**src/rtl/tdacc_pkg.sv**
```systemverilog
package tdacc_pkg;

   typedef enum logic [1:0] {
      PF_TACH_A      = 2'b00,
      PF_TACH_B      = 2'b01,
      PF_TACH_C      = 2'b10,
      PF_THERM_TIMER = 2'b11
   } pin_func_e;

   function automatic logic timer_role(input logic en, input logic [1:0] pf);
      return en && (pf == PF_THERM_TIMER);
   endfunction

endpackage

```
**src/rtl/tdacc_sync.sv**
```systemverilog
module tdacc_sync #(
   parameter int         STAGES    = 2,
   parameter logic       RESET_VAL = 1'b1
) (
   input  logic clk,
   input  logic rst_n,
   input  logic d,
   output logic q
);
   if (STAGES < 2) begin : g_bad_stages
      $error("tdacc_sync: STAGES must be at least 2");
   end

   logic [STAGES-1:0] chain;

   always_ff @(posedge clk or negedge rst_n) begin
      if (!rst_n) chain <= {STAGES{RESET_VAL}};
      else        chain <= {chain[STAGES-2:0], d};
   end

   assign q = chain[STAGES-1];
endmodule

```
**src/rtl/tdacc_accum.sv**
```systemverilog
module tdacc_accum #(
   parameter int CNT_W    = 10,
   parameter bit SATURATE = 1'b1
) (
   input  logic             clk,
   input  logic             rst_n,
   input  logic             inc,
   input  logic             clear,
   output logic [CNT_W-1:0] acc
);
   localparam logic [CNT_W-1:0] CNT_MAX = {CNT_W{1'b1}};
   localparam logic [CNT_W-1:0] CNT_ONE = {{(CNT_W-1){1'b0}}, 1'b1};

   if (CNT_W < 2) begin : g_bad_width
      $error("tdacc_accum: CNT_W must be at least 2");
   end

   logic [CNT_W-1:0] acc_q, acc_step;

   if (SATURATE) begin : g_sat
      assign acc_step = (acc_q == CNT_MAX) ? acc_q : acc_q + CNT_ONE;
   end else begin : g_wrap
      assign acc_step = acc_q + CNT_ONE;
   end

   always_ff @(posedge clk or negedge rst_n) begin
      if (!rst_n)      acc_q <= '0;
      else if (clear)  acc_q <= inc ? CNT_ONE : '0;
      else if (inc)    acc_q <= acc_step;
   end

   assign acc = acc_q;
endmodule

```
**src/rtl/tdacc_alert.sv**
```systemverilog
module tdacc_alert #(
   parameter int CNT_W   = 10,
   parameter int LIMIT_W = 8
) (
   input  logic               clk,
   input  logic               rst_n,
   input  logic [CNT_W-1:0]   acc,
   input  logic [LIMIT_W-1:0] limit,
   input  logic               event_now,
   input  logic               mask,
   input  logic               clear,
   output logic               alert
);
   if (CNT_W < LIMIT_W) begin : g_bad_cmp
      $error("tdacc_alert: CNT_W must not be smaller than LIMIT_W");
   end

   logic [LIMIT_W-1:0] acc_hi;
   logic               limit_zero, over, trip, alert_q;

   assign acc_hi     = acc[CNT_W-1 -: LIMIT_W];
   assign limit_zero = (limit == '0);
   assign over       = acc_hi > limit;
   assign trip       = !mask && (limit_zero ? event_now : over);

   always_ff @(posedge clk or negedge rst_n) begin
      if (!rst_n)     alert_q <= 1'b0;
      else if (clear) alert_q <= 1'b0;
      else if (trip)  alert_q <= 1'b1;
   end

   assign alert = alert_q;
endmodule

```
**src/rtl/tdacc_fan_force.sv**
```systemverilog
module tdacc_fan_force #(
   parameter int N_FANS = 3,
   parameter int DUTY_W = 8
) (
   input  logic                     force_full,
   input  logic [N_FANS*DUTY_W-1:0] duty_in,
   output logic [N_FANS*DUTY_W-1:0] duty_out
);
   localparam logic [DUTY_W-1:0] DUTY_FULL = {DUTY_W{1'b1}};

   if (N_FANS < 1) begin : g_bad_fans
      $error("tdacc_fan_force: N_FANS must be at least 1");
   end

   for (genvar f = 0; f < N_FANS; f++) begin : g_fan
      logic [DUTY_W-1:0] cur;
      logic              spinning;
      assign cur      = duty_in[f*DUTY_W +: DUTY_W];
      assign spinning = (cur != '0);
      assign duty_out[f*DUTY_W +: DUTY_W] = (force_full && spinning) ? DUTY_FULL : cur;
   end
endmodule

```
**src/rtl/thermal_dwell_accum.sv**
```systemverilog
module thermal_dwell_accum #(
   parameter int CNT_W       = 10,
   parameter int LIMIT_W     = 8,
   parameter int N_FANS      = 3,
   parameter int DUTY_W      = 8,
   parameter int SYNC_STAGES = 2
) (
   input  logic                     clk,
   input  logic                     rst_n,
   input  logic                     therm_pin_n,
   input  logic                     tick,
   input  logic                     cfg_timer_en,
   input  logic [1:0]               cfg_pin_func,
   input  logic                     cfg_boost,
   input  logic                     cfg_alert_mask,
   input  logic [LIMIT_W-1:0]       limit,
   input  logic                     rd_strobe,
   input  logic [N_FANS*DUTY_W-1:0] duty_in,
   output logic [CNT_W-1:0]         timer_value,
   output logic                     alert,
   output logic [N_FANS*DUTY_W-1:0] duty_out
);
   import tdacc_pkg::*;

   logic pin_sync_n;
   logic timer_active;
   logic therm_asserted;
   logic count_now;

   tdacc_sync #(.STAGES(SYNC_STAGES), .RESET_VAL(1'b1)) u_sync (
      .clk   (clk),
      .rst_n (rst_n),
      .d     (therm_pin_n),
      .q     (pin_sync_n)
   );

   assign timer_active   = timer_role(cfg_timer_en, cfg_pin_func);
   assign therm_asserted = !pin_sync_n;
   assign count_now      = timer_active && therm_asserted && tick;

   tdacc_accum #(.CNT_W(CNT_W), .SATURATE(1'b1)) u_accum (
      .clk   (clk),
      .rst_n (rst_n),
      .inc   (count_now),
      .clear (rd_strobe),
      .acc   (timer_value)
   );

   tdacc_alert #(.CNT_W(CNT_W), .LIMIT_W(LIMIT_W)) u_alert (
      .clk       (clk),
      .rst_n     (rst_n),
      .acc       (timer_value),
      .limit     (limit),
      .event_now (timer_active && therm_asserted),
      .mask      (cfg_alert_mask),
      .clear     (rd_strobe),
      .alert     (alert)
   );

   tdacc_fan_force #(.N_FANS(N_FANS), .DUTY_W(DUTY_W)) u_fans (
      .force_full (cfg_boost && timer_active && therm_asserted),
      .duty_in    (duty_in),
      .duty_out   (duty_out)
   );
endmodule

```
**config.mk**
```make
export PLATFORM = sky130hd
export DESIGN_NAME = thermal_dwell_accum
export DESIGN_NICKNAME = d
export VERILOG_FILES = /design/src/rtl/tdacc_pkg.sv /design/src/rtl/tdacc_sync.sv /design/src/rtl/tdacc_accum.sv /design/src/rtl/tdacc_alert.sv /design/src/rtl/tdacc_fan_force.sv /design/src/rtl/thermal_dwell_accum.sv
export SDC_FILE = /design/constraint.sdc
export NUM_CORES = 1
export LEC_CHECK = 0
export BUFFER_PORTS_ARGS = -buffer_cell sky130_fd_sc_hd__buf_2
export CAP_MARGIN = 0
export CORE_MARGIN = 5
export CORE_UTILIZATION = 45
export CTS_CLUSTER_DIAMETER = 200
export DETAILED_ROUTE_END_ITERATION = 10
export HOLD_SLACK_MARGIN = 0.03
export PLACE_DENSITY = 0.85
export SLEW_MARGIN = 15
export SYNTH_ARGS = -nofsm -noshare
export SYNTH_HDL_FRONTEND = slang
export SYNTH_SLANG_ARGS = --single-unit
```
**constraint.sdc**
```tcl
create_clock -name clk -period 2.4 [get_ports clk]
set_clock_uncertainty 0.1 [all_clocks]
set_input_delay 0 -clock clk [delete_from_list [all_inputs] [get_ports clk]]
set_output_delay 0 -clock clk [all_outputs]
set_load 0.03 [all_outputs]
```
==> flow_metrics.env, run 1 <==
export IMPL_outcome="finished clean"
export IMPL_arrival_ns=2.29
export IMPL_syn_nets=182
export IMPL_core_um2=2480
export IMPL_r2r_start="u_accum.acc[3]$_DFFE_PN0P_"
export IMPL_route_met3_wl_um=436
export IMPL_synth_sequential_area_ratio=0.280
export IMPL_crit_start="u_accum.acc[3]$_DFFE_PN0P_"
export IMPL_mostFrequentLayoutCell="buf_2"
export IMPL_final_max_slew_viol_count=0
export IMPL_ctsResizeCount=0
export IMPL_post_cts_setup_buffers=0
export IMPL_slew_headroom=0.719
export IMPL_fin_hold_ws_ns=0.0335
export IMPL_ys_warn_count=0
export IMPL_endpoint_kind="flop"
export IMPL_period_share=0.928
export IMPL_grt_pass1_vias=1312
export IMPL_met1Wirelength_um=1420
export IMPL_place_hpwl_um=3000
export IMPL_yosysTopAreaCell="dfrtp_1"
export IMPL_route_met2_wl_um=1840
export IMPL_fin_ws_ns=0.174
export IMPL_final_cell_mix="buf_2, nand2b_1, inv_1, dfrtp_1, ha_1"
export IMPL_synth_edf_count=0
export IMPL_synth_area_um2=1170
export IMPL_die_area_um2=3720
export IMPL_cts_htree_levels=1
export IMPL_crit_fanout=8
export IMPL_syn_avg_cell_area_um2=8.93
export IMPL_avgViaCountPerCell=5.63
export IMPL_max_freq_ghz=0.449
export IMPL_cts_tree="done"
export IMPL_synthTopCellsByArea="dfrtp_1, nand2b_1, ha_1"
export IMPL_detail_route_first_pass_iterations=4
export IMPL_clock_latency_ns=0.28
export IMPL_synth_distinct_cells=42
export IMPL_area_growth_pct=41.3
export IMPL_cts_root_buf="clkbuf_4"
export IMPL_route_detailed_drc=0
export IMPL_num_vias=1373
export IMPL_wl_per_cell_um=15.3
export IMPL_nNetsFinal=266
export IMPL_synthArstFlopShare=1.00
export IMPL_synth_top_area_share=0.235
export IMPL_grt_usage=0.205
export IMPL_finalHoldViolCount=0
export IMPL_highest_layer="met4"
export IMPL_synthCells=131
export IMPL_clockBufferDepth=2
export IMPL_startpoint_type="flop"
export IMPL_required_ns=2.47
export IMPL_drive_above_1_share=0.425
export IMPL_drtIter0Drc=55
export IMPL_io_buffer_count=76
export IMPL_setup_viol=0
export IMPL_start_util=0.472
export IMPL_setup_tns_ns=0
export IMPL_powerDensity_nw_per_um2=324
export IMPL_period_needed_ns=2.23
export IMPL_fp_dieH_um=61.0
export IMPL_place_area_um2=1580
export IMPL_die_w_um=61.0
export IMPL_grt_antenna_before_repair=0
export IMPL_synth_seq_cells=13
export IMPL_antennaDiodeCount=0
export IMPL_grt_max_degree=14
export IMPL_grt_pass1_wl_um=5770
export IMPL_layout_cells_non_filler=244
export IMPL_hold_path_class="in2async"
export IMPL_cap_violations=0
export IMPL_fin_area_um2=1650
export IMPL_place_ws_ns=0.632
export IMPL_wl_um=3740
export IMPL_tightest_slew_ns=0.420
export IMPL_clkTransAtPathRegs_ns=0.08
export IMPL_antenna_left=0
export IMPL_worstSetupPathType="reg2reg"
export IMPL_dp_cells=235
export IMPL_p_leak_nw=0.898
export IMPL_cts_sinks=13
export IMPL_cts_inserted_buffers=3
export IMPL_gp_congestion=0.750
export IMPL_synthFlopType="dfrtp_1"
export IMPL_gr_total_overflow=0
export IMPL_ir_drop_uv=296
export IMPL_rsz0062_at_grt="false"
export IMPL_fp_row_count=18
export IMPL_io_pins=77
-- cells by family after synthesis --
logic type	synth area share
and+or+nand+nor	0.378
AOI/OAI and AO/OA	0.180
buffers and inverters	0.0481
DFF	0.280
adders and majority gates	0.0963
muxes	0.0182
-- per-stage QoR --
stage	util	power [mW]
final	0.667	0.536
after global routing	0.667	0.569
after CTS	0.667	0.544
after detailed placement	0.636	0.398
after global placement	0.636	0.395
after floorplan	-	0.322
-- where the power goes --
| part | internal [mW] | leakage [nW] | switching [mW] |
|---|---|---|---|
| logic | 0.0675 | 0.709 | 0.106 |
| registers | 0.223 | 0.174 | 0.00174 |
| clock network | 0.0645 | 0.0150 | 0.0734 |
-- layer usage --
| metal | GRT usage | vias to the layer above |
|---|---|---|
| li1 | - | 659 |
| met1 | 0.249 | 647 |
| met2 | 0.366 | 62 |
| met3 | 0.0383 | 5 |
| met4 | 0.0619 | 0 |
| met5 | 0 | - |
-- critical path: stages, from the launching register on --
cell and delay [ns]:
dfrtp_1 0.47, ha_1 0.32, nor2b_1 0.13, o211a_1 0.20
o221ai_1 0.20, a311oi_2 0.12, dlygate4sd3_1 0.57
-- final timing paths --
| check | to | slack (ns) | depth (start not counted) |
|---|---|---|---|
| min | u_accum.acc[6]$_DFFE_PN0P_ | 0.03 | 2 |
| max reg2reg | u_alert.alert$_DFFE_PN0P_ | 0.17 | 6 |
| max in group asynchronous | u_sync.chain[1]$_DFF_PN1_ | 1.88 | 2 |
| max | u_alert.alert$_DFFE_PN0P_ | 0.17 | 6 |
| min reg2reg | u_sync.chain[1]$_DFF_PN1_ | 0.26 | 0 |
| min in group clk | u_accum.acc[0]$_DFFE_PN0P_ | 0.23 | 4 |
-- layout make-up --
| cell class | count | area, µm² |
|---|---|---|
| inverters | 12 | 45.0 |
| fillers | 245 | 825 |
| clock buffers | 4 | 26.3 |
| well taps | 30 | 37.5 |
| multi-input cells | 104 | 786 |
| repair buffers | 81 | 430 |
| flip-flops and latches | 13 | 328 |
-- cell usage after synthesis (4+ instances only) --
master,count
nand2b_1,24
inv_1,12
dfrtp_1,11
ha_1,9
nand2_1,7
a21oi_1,6
nor4_1,6
nor2_1,5
a21o_1,4
or4_1,4
-- timing repair --
action                                  in CTS  in global routing
hold endpoints to repair                    23                  0
endpoints found under the setup margin       0                  0
hold buffers                                 5                  0
-- state kept, by name (all words and copies together), names as in the netlist --
register	count
u_accum.acc	10
u_alert.alert	1
u_sync.chain	2
Power figures use the tool's default switching activity.
==> inputs of run 2 (changes only) <==
- CORE_ASPECT_RATIO: default -> 1.75
- SETUP_SLACK_MARGIN: default -> 0.4
==> flow_metrics.env, run 2 (same netlist as run 1, synthesis figures left out) <==
export IMPL_outcome="finished clean"
export IMPL_route_detailed_drc=0
export IMPL_mostFrequentLayoutCell="buf_2"
export IMPL_power_frac_comb=0.288
export IMPL_slowest_stage="and4b_1"
export IMPL_switching_power_mw=0.185
export IMPL_seqPwrFrac=0.380
export IMPL_regArea_um2=328
export IMPL_antennaDiodeCount=0
export IMPL_slew_headroom=0.752
export IMPL_fin_area_um2=1660
export IMPL_fin_ws_ns=0.533
export IMPL_area_growth_pct=41.6
export IMPL_wl_per_cell_um=14.5
export IMPL_final_cell_mix="buf_2, nand2b_1, inv_1, dfrtp_1, ha_1"
export IMPL_drtIter0Drc=25
export IMPL_cts_tree="done"
export IMPL_place_hpwl_um=2890
export IMPL_setup_viol=0
export IMPL_clock_latency_ns=0.25
export IMPL_hold_path_class="in2reg"
export IMPL_worstSetupPathType="reg2out"
export IMPL_p_int_mw=0.408
export IMPL_grt_usage=0.182
export IMPL_endpoint_kind="output port"
export IMPL_fp_dieH_um=77.5
export IMPL_powerDensity_nw_per_um2=358
export IMPL_required_ns=2.30
export IMPL_detail_route_first_pass_iterations=4
export IMPL_multi_input_area_um2=786
export IMPL_tightest_slew_ns=0.371
export IMPL_final_max_slew_viol_count=0
export IMPL_cts_sinks=13
export IMPL_crit_fanout=8
export IMPL_gr_total_overflow=0
export IMPL_grt_pass1_vias=1291
export IMPL_ctsResizeCount=0
export IMPL_setup_tns_ns=0
export IMPL_cap_violations=0
export IMPL_period_needed_ns=1.87
export IMPL_num_vias=1345
export IMPL_startpoint_type="flop"
export IMPL_grt_pass1_wl_um=5590
export IMPL_die_area_um2=3760
export IMPL_crit_chain="and4b_1 > nand2_1 > a21o_1 > nand2b_1 > buf_2"
export IMPL_place_area_um2=1570
export IMPL_drive_above_1_share=0.427
export IMPL_critical_path_max_stage_delay_ns=0.42
export IMPL_p_leak_nw=0.899
export IMPL_path_delay_family="simple AND/OR/NAND/NOR gates"
export IMPL_cts_inserted_buffers=3
export IMPL_antenna_left=0
export IMPL_cts_htree_levels=1
export IMPL_io_pins=77
export IMPL_rsz0062_at_grt="false"
export IMPL_fill_cells=236
export IMPL_cts_root_buf="clkbuf_8"
export IMPL_finalHoldViolCount=0
export IMPL_avgViaCountPerCell=5.63
export IMPL_grt_antenna_before_repair=0
export IMPL_max_freq_ghz=0.536
export IMPL_clockBufferDepth=2
export IMPL_largest_register_ffs=10
export IMPL_core_um2=2490
export IMPL_path_buf_inv=1
export IMPL_switching_share=0.312
export IMPL_place_ws_ns=0.654
export IMPL_arrival_ns=1.77
export IMPL_fin_hold_ws_ns=0.0557
export IMPL_die_w_um=48.5
export IMPL_pwr_share_clk=0.332
export IMPL_ir_drop_uv=312
export IMPL_start_util=0.469
export IMPL_period_share=0.778
export IMPL_grt_max_degree=14
export IMPL_fp_row_count=24
export IMPL_nNetsFinal=265
export IMPL_gp_congestion=0.835
export IMPL_clkTransAtPathRegs_ns=0.05
export IMPL_io_buffer_count=76
export IMPL_wl_um=3470
[run 2: cell count changes in the layout (fill, tap and decap cells not counted), sizes merged]
| cell | change |
|---|---|
| dlygate4sd3 | -1 |
[run 2: final timing paths]
kind	depth (start not counted)	slack (ns)	startpoint	end
setup / recovery	5	0.53	u_sync.chain[1]$_DFF_PN1_	duty_out[10]
max in group asynchronous	2	1.84	rst_n	u_sync.chain[1]$_DFF_PN1_
min in group asynchronous	2	0.07	rst_n	u_accum.acc[7]$_DFFE_PN0P_
hold / removal	4	0.06	cfg_alert_mask	u_alert.alert$_DFFE_PN0P_
setup reg to reg	5	0.64	u_accum.acc[0]$_DFFE_PN0P_	u_accum.acc[7]$_DFFE_PN0P_
hold reg to reg	0	0.25	u_sync.chain[0]$_DFF_PN1_	u_sync.chain[1]$_DFF_PN1_
[run 2: repair_timing]
item                      CTS  global route
hold endpoints to repair   22             0
hold buffers                4             0
buffers inserted            0             0
[run 2: power by group through the flow]
stage,logic (mW),registers [mW],clock network [mW]
detailed placement,0.167,0.229,0
floorplan,0.0915,0.231,0
finish,0.171,0.225,0.197
global route,0.185,0.225,0.213
CTS,0.172,0.225,0.202
global placement,0.166,0.229,0
[run 2: tightest hold or removal path, stage by stage]
cell and delay, ns:
buf_2 0.11, nor4_4 0.05, nor2_1 0.10, a311oi_2 0.10
[run 2: through the flow]
step / cells / util / power, mW
floorplan: 131 / - / 0.322
global placement: 231 / 0.631 / 0.394
detailed placement: 231 / 0.631 / 0.396
CTS: 239 / 0.665 / 0.599
global route: 239 / 0.665 / 0.624
finish: 239 / 0.665 / 0.593
[run 2: per-layer routing]
metal / vias to the layer above / GRT usage / routed length [µm]
met5: - / 0 / 0
met4: 0 / 0.0943 / 67
met3: 5 / 0.0728 / 468
met2: 75 / 0.335 / 1780
met1: 609 / 0.165 / 1150
li1: 656 / - / -
[run 2: layout make-up]
cell class                 instances  share of cell area
clock buffer                       4              0.0272
inverter                          12              0.0272
multi-input combinational        104               0.474
sequential                        13               0.198
tap                               26              0.0196
timing repair buffer              80               0.254
==> inputs of run 3 (changes only) <==
- CORE_UTILIZATION: 45 -> 42
- PLACE_DENSITY: 0.85 -> 0.8
- clock period: 2.4 -> 1.86 ns (I/O delays scaled with it)
==> flow_metrics.env, run 3 (same netlist as run 1, synthesis figures left out) <==
export IMPL_grt_usage=0.221
export IMPL_outcome="finished clean"
export IMPL_clockBufferDepth=2
export IMPL_clock_latency_ns=0.25
export IMPL_crit_fanout=8
export IMPL_drive_above_1_share=0.664
export IMPL_place_ws_ns=0.127
export IMPL_avgViaCountPerCell=5.81
export IMPL_p_leak_nw=1.10
export IMPL_start_util=0.435
export IMPL_drtIter0Drc=51
export IMPL_grt_pass1_wl_um=7000
export IMPL_io_buffer_count=76
export IMPL_core_um2=2690
export IMPL_r2r_slack_ns=0.15
export IMPL_nNetsFinal=281
export IMPL_setup_tns_ns=0
export IMPL_startpoint_type="flop"
export IMPL_path_delay_family="simple AND/OR/NAND/NOR gates"
export IMPL_route_detailed_drc=0
export IMPL_period_needed_ns=1.72
export IMPL_cts_sinks=13
export IMPL_wl_per_cell_um=19.7
export IMPL_worstSetupPathType="reg2out"
export IMPL_io_pins=77
export IMPL_path_buf_inv=1
export IMPL_detail_route_first_pass_iterations=4
export IMPL_setup_viol=0
export IMPL_largest_register_ffs=10
export IMPL_rr_worst_depth=4
export IMPL_area_growth_pct=90.5
export IMPL_post_route_util=0.828
export IMPL_max_freq_ghz=0.581
export IMPL_multi_input_area_um2=1070
export IMPL_powerDensity_nw_per_um2=384
export IMPL_fin_ws_ns=0.139
export IMPL_fp_row_count=25
export IMPL_antenna_left=0
export IMPL_grt_pass1_vias=1517
export IMPL_final_max_slew_viol_count=0
export IMPL_mostFrequentLayoutCell="buf_2"
export IMPL_r2r_end="u_accum.acc[8]$_DFFE_PN0P_"
export IMPL_fill_cells=152
export IMPL_tightest_slew_ns=0.464
export IMPL_cts_tree="done"
export IMPL_crit_chain="and4b_4 > nand2_4 > a21o_4 > nand2b_1 > buf_6"
export IMPL_hold_path_class="in2async"
export IMPL_die_w_um=49.9
export IMPL_cap_violations=0
export IMPL_ir_drop_uv=442
export IMPL_cts_htree_levels=1
export IMPL_slew_headroom=0.688
export IMPL_cts_root_buf="clkbuf_8"
export IMPL_antennaDiodeCount=0
export IMPL_grt_max_degree=14
export IMPL_place_hpwl_um=3080
export IMPL_regArea_um2=340
export IMPL_slowest_stage="and4b_4"
export IMPL_wl_um=5040
export IMPL_clkTransAtPathRegs_ns=0.05
export IMPL_critical_path_max_stage_delay_ns=0.41
export IMPL_gp_congestion=0.823
export IMPL_finalHoldViolCount=0
export IMPL_required_ns=1.76
export IMPL_final_cell_mix="buf_2, buf_6, nand2b_1, buf_4, inv_1"
export IMPL_die_area_um2=3980
export IMPL_grt_antenna_before_repair=0
export IMPL_r2r_start="u_sync.chain[1]$_DFF_PN1_"
export IMPL_num_vias=1487
export IMPL_fp_dieH_um=79.8
export IMPL_period_share=0.925
export IMPL_arrival_ns=1.62
export IMPL_cts_inserted_buffers=3
export IMPL_gr_total_overflow=0
export IMPL_rsz0062_at_grt="true"
export IMPL_endpoint_kind="output port"
## run 3: changes by cell type in the layout (fill, tap and decap cells not counted), sizes merged
| cell | change |
|---|---|
| buf | +16 |
## run 3: layout make-up
cell class | instances | area share
timing repair buffer | 96 | 0.310
multi-input combinational | 104 | 0.482
sequential | 13 | 0.153
inverter | 12 | 0.0202
clock buffer | 4 | 0.0202
tap | 27 | 0.0152
## run 3: stage by stage
step | std cells | area [µm²] | hold WS, ns | power [mW]
6_report | 256 | 2230 | 0.0636 | 0.856
5_1_grt | 256 | 2230 | 0.0920 | 0.893
4_1_cts | 250 | 2090 | 0.0648 | 0.836
3_5_place_dp | 232 | 1650 | -0.196 | 0.517
3_3_place_gp | 232 | 1650 | -0.198 | 0.510
2_1_floorplan | 131 | 1250 | -0.396 | 0.420
## run 3: worst reg2reg max path, cell delays in order (launching register included)
cell	delay [ns]
dfstp_2	0.36
and4b_4	0.41
nand4_4	0.13
or4_1	0.42
a21oi_1	0.19
## run 3: repair_timing
action / 4_1_cts / 5_1_grt
pin swaps: 12 / 5
hold buffers: 4 / 0
endpoints found under the setup margin: 34 / 35
hold endpoints to repair: 23 / 0
setup buffers: 10 / 6
resized for setup: 68 / 16
## run 3: where the power goes
part           switching (mW)  total (mW)  internal [mW]  leakage (nW)
logic                   0.165       0.310          0.145         0.923
registers             0.00312       0.292          0.288         0.158
clock network           0.103       0.255          0.152        0.0228
## run 3: metal layers
layer	vias up	global-route usage	part of all wire	wire, µm
li1	689	-	-	-
met1	710	0.215	0.32	1640
met2	79	0.430	0.60	3020
met3	9	0.0374	0.060	303
met4	0	0.0997	0.015	78
met5	-	0	0	0
## run 3: how the worst max path moves through the flow
stage                                 endpoint                        from  slack (ns)  cells after the start
CTS                                duty_out[8]   u_sync.chain[1]$_DFF_PN1_        0.19                      5
floorplan            u_alert.alert$_DFFE_PN0P_  u_accum.acc[3]$_DFFE_PN0P_        0.29                      5
global placement    u_accum.acc[9]$_DFFE_PN0P_   u_sync.chain[1]$_DFF_PN1_        0.20                      4
detailed placement  u_accum.acc[7]$_DFFE_PN0P_   u_sync.chain[1]$_DFF_PN1_        0.13                      4
finish                             duty_out[4]   u_sync.chain[1]$_DFF_PN1_        0.14                      5
global route                       duty_out[4]   u_sync.chain[1]$_DFF_PN1_        0.07                      5
